--- config.mk ---
export PLATFORM = sky130hd
export DESIGN_NAME = strided_addr_gen
export DESIGN_NICKNAME = d
export VERILOG_FILES = /design/src/rtl/agen_pkg.sv /design/src/rtl/agen_ctrl.sv /design/src/rtl/agen_datapath.sv /design/src/rtl/strided_addr_gen.sv
export SDC_FILE = /design/constraint.sdc
export NUM_CORES = 1
export LEC_CHECK = 0
export BUFFER_PORTS_ARGS = -buffer_cell sky130_fd_sc_hd__buf_2
export CAP_MARGIN = 0
export CORE_UTILIZATION = 55
export DETAILED_ROUTE_END_ITERATION = 12
export PLACE_DENSITY = 0.81
export REMOVE_ABC_BUFFERS = 1
export SYNTH_ARGS = -nofsm -noshare
export SYNTH_HDL_FRONTEND = slang
export SYNTH_HIERARCHICAL = 1
export SYNTH_SLANG_ARGS = --single-unit
--- constraint.sdc ---
create_clock -name clk -period 3.8 [get_ports clk]
set_input_delay 0.76 -clock clk [delete_from_list [all_inputs] [get_ports clk]]
set_output_delay 0.76 -clock clk [all_outputs]
set_load 0.1 [all_outputs]
--- src/rtl/agen_pkg.sv ---
package agen_pkg;
  // Strobes sent from the sequencing control to the address datapath.
  typedef struct packed {
    logic load;     // capture base and stride
    logic advance;  // step to the next element address
  } agenStrobes_t;
endpackage

--- src/rtl/agen_ctrl.sv ---
module agen_ctrl
  import agen_pkg::*;
#(
  parameter int LEN_W     = 16,
  parameter int REG_ELEMS = 8,
  parameter int SLOT_W    = 3
) (
  input  logic               clk,
  input  logic               rstN,
  input  logic               start,
  input  logic [LEN_W-1:0]   vecLen,
  input  logic               addrReady,
  output agenStrobes_t       strobes,
  output logic               busy,
  output logic [SLOT_W-1:0]  slot,
  output logic               segLast,
  output logic               vecLast,
  output logic               done
);
  localparam logic [SLOT_W-1:0] LAST_SLOT = SLOT_W'(REG_ELEMS - 1);

  logic              busyQ;
  logic              doneQ;
  logic [LEN_W-1:0]  remainQ;
  logic [SLOT_W-1:0] slotQ;
  logic              accept;
  logic              finalElem;

  assign accept    = busyQ && addrReady;
  assign finalElem = (remainQ == LEN_W'(1));

  always_comb begin
    strobes.load    = start && !busyQ && (vecLen != '0);
    strobes.advance = accept && !finalElem;
  end

  always_ff @(posedge clk or negedge rstN) begin
    if (!rstN) begin
      busyQ   <= 1'b0;
      doneQ   <= 1'b0;
      remainQ <= '0;
      slotQ   <= '0;
    end else begin
      doneQ <= 1'b0;
      if (!busyQ) begin
        if (start) begin
          if (vecLen == '0) begin
            doneQ <= 1'b1;
          end else begin
            busyQ   <= 1'b1;
            remainQ <= vecLen;
            slotQ   <= '0;
          end
        end
      end else if (accept) begin
        if (finalElem) begin
          busyQ <= 1'b0;
          doneQ <= 1'b1;
        end else begin
          remainQ <= remainQ - LEN_W'(1);
          slotQ   <= (slotQ == LAST_SLOT) ? '0 : slotQ + SLOT_W'(1);
        end
      end
    end
  end

  assign busy    = busyQ;
  assign slot    = slotQ;
  assign done    = doneQ;
  assign vecLast = busyQ && finalElem;
  assign segLast = busyQ && (finalElem || (slotQ == LAST_SLOT));
endmodule

--- src/rtl/agen_datapath.sv ---
module agen_datapath
  import agen_pkg::*;
#(
  parameter int ADDR_W = 32
) (
  input  logic              clk,
  input  logic              rstN,
  input  agenStrobes_t      strobes,
  input  logic [ADDR_W-1:0] baseAddr,
  input  logic [ADDR_W-1:0] stride,
  output logic [ADDR_W-1:0] addr
);
  logic [ADDR_W-1:0] addrQ;
  logic [ADDR_W-1:0] strideQ;

  // Two's-complement addition wraps naturally at ADDR_W bits.
  always_ff @(posedge clk or negedge rstN) begin
    if (!rstN) begin
      addrQ   <= '0;
      strideQ <= '0;
    end else if (strobes.load) begin
      addrQ   <= baseAddr;
      strideQ <= stride;
    end else if (strobes.advance) begin
      addrQ <= addrQ + strideQ;
    end
  end

  assign addr = addrQ;
endmodule

--- src/rtl/strided_addr_gen.sv ---
module strided_addr_gen
  import agen_pkg::*;
#(
  parameter int ADDR_W    = 32,
  parameter int LEN_W     = 16,
  parameter int REG_ELEMS = 8,
  localparam int SLOT_W   = (REG_ELEMS > 1) ? $clog2(REG_ELEMS) : 1
) (
  input  logic              clk,
  input  logic              rstN,
  input  logic              start,
  input  logic [ADDR_W-1:0] baseAddr,
  input  logic [ADDR_W-1:0] stride,
  input  logic [LEN_W-1:0]  vecLen,
  output logic              busy,
  output logic              addrValid,
  input  logic              addrReady,
  output logic [ADDR_W-1:0] addr,
  output logic [SLOT_W-1:0] slot,
  output logic              segLast,
  output logic              vecLast,
  output logic              done
);
  agenStrobes_t strobes;

  agen_ctrl #(.LEN_W(LEN_W), .REG_ELEMS(REG_ELEMS), .SLOT_W(SLOT_W)) ctrl (
    .clk(clk), .rstN(rstN), .start(start), .vecLen(vecLen),
    .addrReady(addrReady), .strobes(strobes), .busy(busy), .slot(slot),
    .segLast(segLast), .vecLast(vecLast), .done(done)
  );

  agen_datapath #(.ADDR_W(ADDR_W)) dpath (
    .clk(clk), .rstN(rstN), .strobes(strobes), .baseAddr(baseAddr),
    .stride(stride), .addr(addr)
  );

  assign addrValid = busy;
endmodule

Word level (Yosys, flattened, before mapping)
Cells that the tools add are included.
{ "word_totals": {"out_inout_bits": 40, "wordCells": 51, "inputBits": 84, "reg_bits": 85} }
{ "classes": {"add_sub_neg": 3, "muxes": 23, "eq_ne": 5, "n_reduce_logical": 14} }
{ "op_table": {"columns": ["operator", "count"], "rows": [
  ["$mux W16", 5],
  ["$mux W32", 2],
  ["$add A32 B32 Y32", 1],
  ["$mux W3", 6],
  ["$eq A16 B1 Y1 const B", 1],
  ["$logic_not A16 Y1", 1],
  ["$reduce_bool A16 Y1", 1],
  ["$sub A16 B1 Y16 const B", 1],
  ["$mux W1", 10],
  ["$logic_and A1 B1 Y1", 6],
  ["$ne A2 B2 Y1 const B", 2],
  ["$reduce_and A4 Y1", 1],
  ["$reduce_bool A2 Y1", 2],
  ["$add A3 B1 Y3 const B", 1],
  ["$eq A3 B3 Y1 const B", 1],
  ["$logic_not A1 Y1", 2],
  ["$ne A2 B1 Y1 const B", 1],
  ["$logic_or A1 B1 Y1", 1]
]} }

Longest topological paths before layout
{ "logic_depth": {"ltp_word": 5, "depth_mapped": 12, "ltp_nobuf": 10} }

Cells and area by module
Netlist, hierarchy kept.
{ "modules_own_cells": {"columns": ["module", "area_per_inst_um2", "cells_per_inst", "instances", "seq_area_each_um2"], "rows": [
  ["agen_datapath", 4272.8, 443, 1, 1601.5],
  ["agen_ctrl", 1336.3, 155, 1, 525.5],
  ["strided_addr_gen", 7.5, 1, 1, 0.0]
]} }

Worst setup path after synthesis
OpenSTA, ideal clock, no wires.
{ "synth_path": {"kind": "reg-to-output", "from": "reg ctrl.busyQ, in the netlist ctrl/busy", "to": "out segLast", "t_arrival_ns": 2.922, "stages_incl_launch_ff": 5, "slack_ns": 0.118, "path_cell_list": "dfrtp_1 > clkbuf_1 > inv_1 > clkbuf_1 > nor2_1"} }
{ "synth_via": {"elab_chain_len": 1} }
{ "synth_lines": {"columns": ["element", "line_no", "text"], "rows": [
  ["start, declared", "agen_ctrl.sv:22", "logic busyQ;"],
  ["start signal, assigned", "agen_ctrl.sv:39", "busyQ <= 1'b0;"],
  ["start signal, assigned", "agen_ctrl.sv:50", "busyQ <= 1'b1;"],
  ["start signal, assigned", "agen_ctrl.sv:57", "busyQ <= 1'b0;"],
  ["$logic_and A1 B1 Y1", "agen_ctrl.sv:71", "assign segLast = busyQ && (finalElem || (slotQ == LAST_SLOT));"],
  ["end, declared", "strided_addr_gen.sv:20", "output logic segLast,"]
]} }
No other way between the ends.

Worst setup path in the final report
{ "layout_path": {"from": "reg dpath.addrQ[0], in the netlist dpath/addr[0]", "to": "reg dpath.addrQ[30], in the netlist dpath/addr[30]"} }
{ "layout_via": {"elab_chain_len": 3} }
{ "layout_lines": {"columns": ["element", "line_no", "text"], "rows": [
  ["start, declared", "agen_datapath.sv:13", "logic [ADDR_W-1:0] addrQ;"],
  ["start signal, assigned", "agen_datapath.sv:22", "addrQ <= baseAddr;"],
  ["start signal, assigned", "agen_datapath.sv:25", "addrQ <= addrQ + strideQ;"],
  ["$add A32 B32 Y32", "agen_datapath.sv:25", null],
  ["$mux W32", "agen_datapath.sv:24", "end else if (strobes.advance) begin"],
  ["$mux W32", "agen_datapath.sv:21", "end else if (strobes.load) begin"]
]} }
No other way between the ends. The select of a mux whose other input is x is not followed.
A chain may end at the register's enable or synchronous reset.

==> results.py <==
metrics = {
    "clocking": {
        "cts_resized": 0,
        "cts_setup_buffers": 0,
        "cts.sinks": 85,
        "ctsHoldBuffers": 0,
        "worstSkewPairLatency_ns": 0.36,
        "cts-root-buf": "clkbuf_8",
        "clockBufferDepth": 2,
        "cts_buffers": 9,
        "clk_pin_slew_ns": 0.09,
        "cts_tree": "yes",
        "htree_levels": 3,
    },
    "die": {
        "std_cell_rows": 36,
        "core-area_mm2": 0.009819,
        "start_util_pct": 57.20,
        "ios": 124,
        "dieArea_mm2": 0.01062,
        "die-width_um": 103.1,
        "die_h_um": 103.1,
    },
    "place": {
        "place_hpwl_mm": 9.978,
        "place_congestion": 0.8884,
        "port_buffers": 123,
        "placed_area_mm2": 0.006366,
    },
    "sta": {
        "worstMarginPinSlew_ns": 1.063,
        "rsz0062_at_grt": "false",
        "hold_viol_final": 0,
        "worst_slew_margin_rel_pct": 29.14,
        "slew_viol_final": 0,
        "setup_viol": 0,
        "period_minus_slack_ns": 2.992,
        "fmax_ghz": 0.3342,
        "layout_worst_path_cycle_share_pct": 78.74,
        "skew_ns": 0.009126,
    },
    "synth": {
        "yosys.area.top_type": "dfrtp_1",
        "yosysSeqAreaShare_pct": 37.87,
        "synth_warnings": 6,
        "synthDistinctLibCells": 71,
        "synth_seq_cells": 85,
        "synth_area_leaders": "dfrtp_1 (38%), ha_1 (7.8%), mux2_2 (6.4%)",
        "synth_edf_count": 0,
        "netlist_area_mm2": 0.005617,
        "syn_avg_cell_area_um2": 9.377,
        "synth-main-ff-cell": "dfrtp_1",
        "synthArstFlopShare_pct": 100.0,
        "synth_top_area_share_pct": 37.87,
        "synth_cells": 599,
    },
    "final_layout": {
        "multiInputGateArea_mm2": 0.003368,
        "area_growth_syn_to_layout_pct": 16.51,
        "seqCellArea_mm2": 0.002127,
        "antenna_cells": 0,
        "final_cell_area_mm2": 0.006544,
        "drive_above_1_share_pct": 27.12,
        "final_common_cell": "buf_2",
        "final_nets": 834,
        "fillers": 871,
        "layout_common_cells": "buf_2 (122), dfrtp_1 (85), nand2_1 (56), a21oi_1 (46), o21ai_0 (45)",
    },
    "global_route": {
        "grt_pass1_vias": 4812,
        "grt-ovfl-total": 0,
        "grt_pass1_wl_mm": 22.00,
        "antenna_found_initial": 0,
        "grt_max_degree": 86,
        "grt.total_usage_pct": 26.49,
    },
    "critical_path": {
        "reg2reg_from": "dpath/addr[0]",
        "criticalPathCategory": "flop to flop",
        "crit_path_max_fanout": 3,
        "end_kind": "flop",
        "arrival_ns": 3.24,
        "cp.required_ns": 4.05,
        "startpoint": "dpath/addr[0]",
        "start_kind": "flop",
    },
    "drt": {
        "drtIter0Drc": 255,
        "dr_total_vias": 5064,
        "final_antenna_net_count": 0,
        "drc": 0,
        "viasPerCell": 5.944,
        "firstDrtPassIters": 5,
        "wl_per_cell_um": 15.86,
        "wirelength_mm": 13.51,
    },
    "run_status": {
        "status": "finished clean",
    },
    "min_path": {
        "hold_class": "flop to flop",
        "worstHoldStart": "dpath/strideQ[11]",
    },
    "job": {
        "maxCapViolations": 0,
    },
}
## metrics by stage
stage	cells	TNS (ns)	setup slack [ns]	hold slack, ns	util (%)
2_1_floorplan	574	-193.00	-3.505	0.4644	-
3_3_place_gp	836	0	0.9089	0.4882	64.83
3_5_place_dp	836	0	0.8114	0.4965	64.83
4_1_cts	852	0	0.7949	0.5201	66.64
5_1_grt	852	0	0.6665	0.5389	66.64
6_report	852	0	0.8080	0.5163	66.64
## worst paths after layout
kind	to	slack, ns	cells past startpoint
setup / recovery	dpath/addr[30]	0.81	10
hold / removal	dpath/strideQ[11]	0.52	1
setup reg to reg	dpath/addr[30]	0.81	10
hold reg to reg	dpath/strideQ[11]	0.52	1
max in group asynchronous	dpath/strideQ[11]	2.53	1
min in group asynchronous	dpath/addr[17]	0.59	1
## worst max-delay path, cell delays in order, from the launching register on
cell and delay [ns]:
dfrtp_1 0.41, ha_1 0.25, fa_1 0.44, a211oi_1 0.45, o21ai_2 0.15, nand3_2 0.11, a311oi_2 0.11, o31ai_2 0.38
o2111ai_2 0.17, mux2i_1 0.14, a221o_1 0.26
## sequential cells by signal, indices dropped and copies added, names as in the netlist
register / flops
dpath/addr: 32
dpath/strideQ: 32
ctrl/remainQ: 16
ctrl/slot: 3
ctrl/busy: 1
ctrl/done: 1
## synth_stat cells (all sizes together), types with 2 or more instances
cell,instances
mux2i,15
or3,6
and2,4
o21a,4
buf,10
a211oi,7
o22a,3
nor2,31
or4,5
a21o,15
o21ai,52
clkbuf,15
nor3,10
nor3b,2
a21oi,46
a2111oi,2
and3,7
and4,4
nor2b,4
nor4,9
a2bb2oi,3
nand3,22
mux2,32
nand3b,4
o21bai,7
xnor2,21
inv,11
o22ai,7
or2,2
a22oi,9
a31oi,9
nand4,5
dfrtp,85
xor2,2
o211ai,5
ha,35
nand2,56
a221o,3
nand2b,9
## per-layer routing
layer | wire length [µm] | global-route usage (%) | share of wire [%]
met1 | 6047 | 34.88 | 45
met2 | 6475 | 44.15 | 48
met3 | 773 | 4.271 | 5.7
met4 | 216 | 9.642 | 1.6
met5 | 0 | 0 | 0
## cells by family (layout without fill, tap and decap cells)
group                      after synthesis  in the layout  share of synthesized area (%)
AOI/OAI and AO/OA                      187            187                          21.61
buffers and inverters                   36            156                          2.539
and+or+nand+nor                        185            185                          17.15
adders and majority gates               36             36                          8.153
xor gates and xnor gates                23             23                          3.587
DFF                                     85             85                          37.87
muxes                                   47             47                          9.089
## area by class of cell
type	instances	area share [%]
tap	133	2.543
inverter	11	0.6310
multi-input combinational	478	51.47
clock buffer	12	2.371
timing repair buffer	129	10.13
sequential	85	32.50
clock inverter	4	0.3442
Power is not shown: default switching activity piles up to over one toggle a cycle in this logic, so the estimate is an artifact.
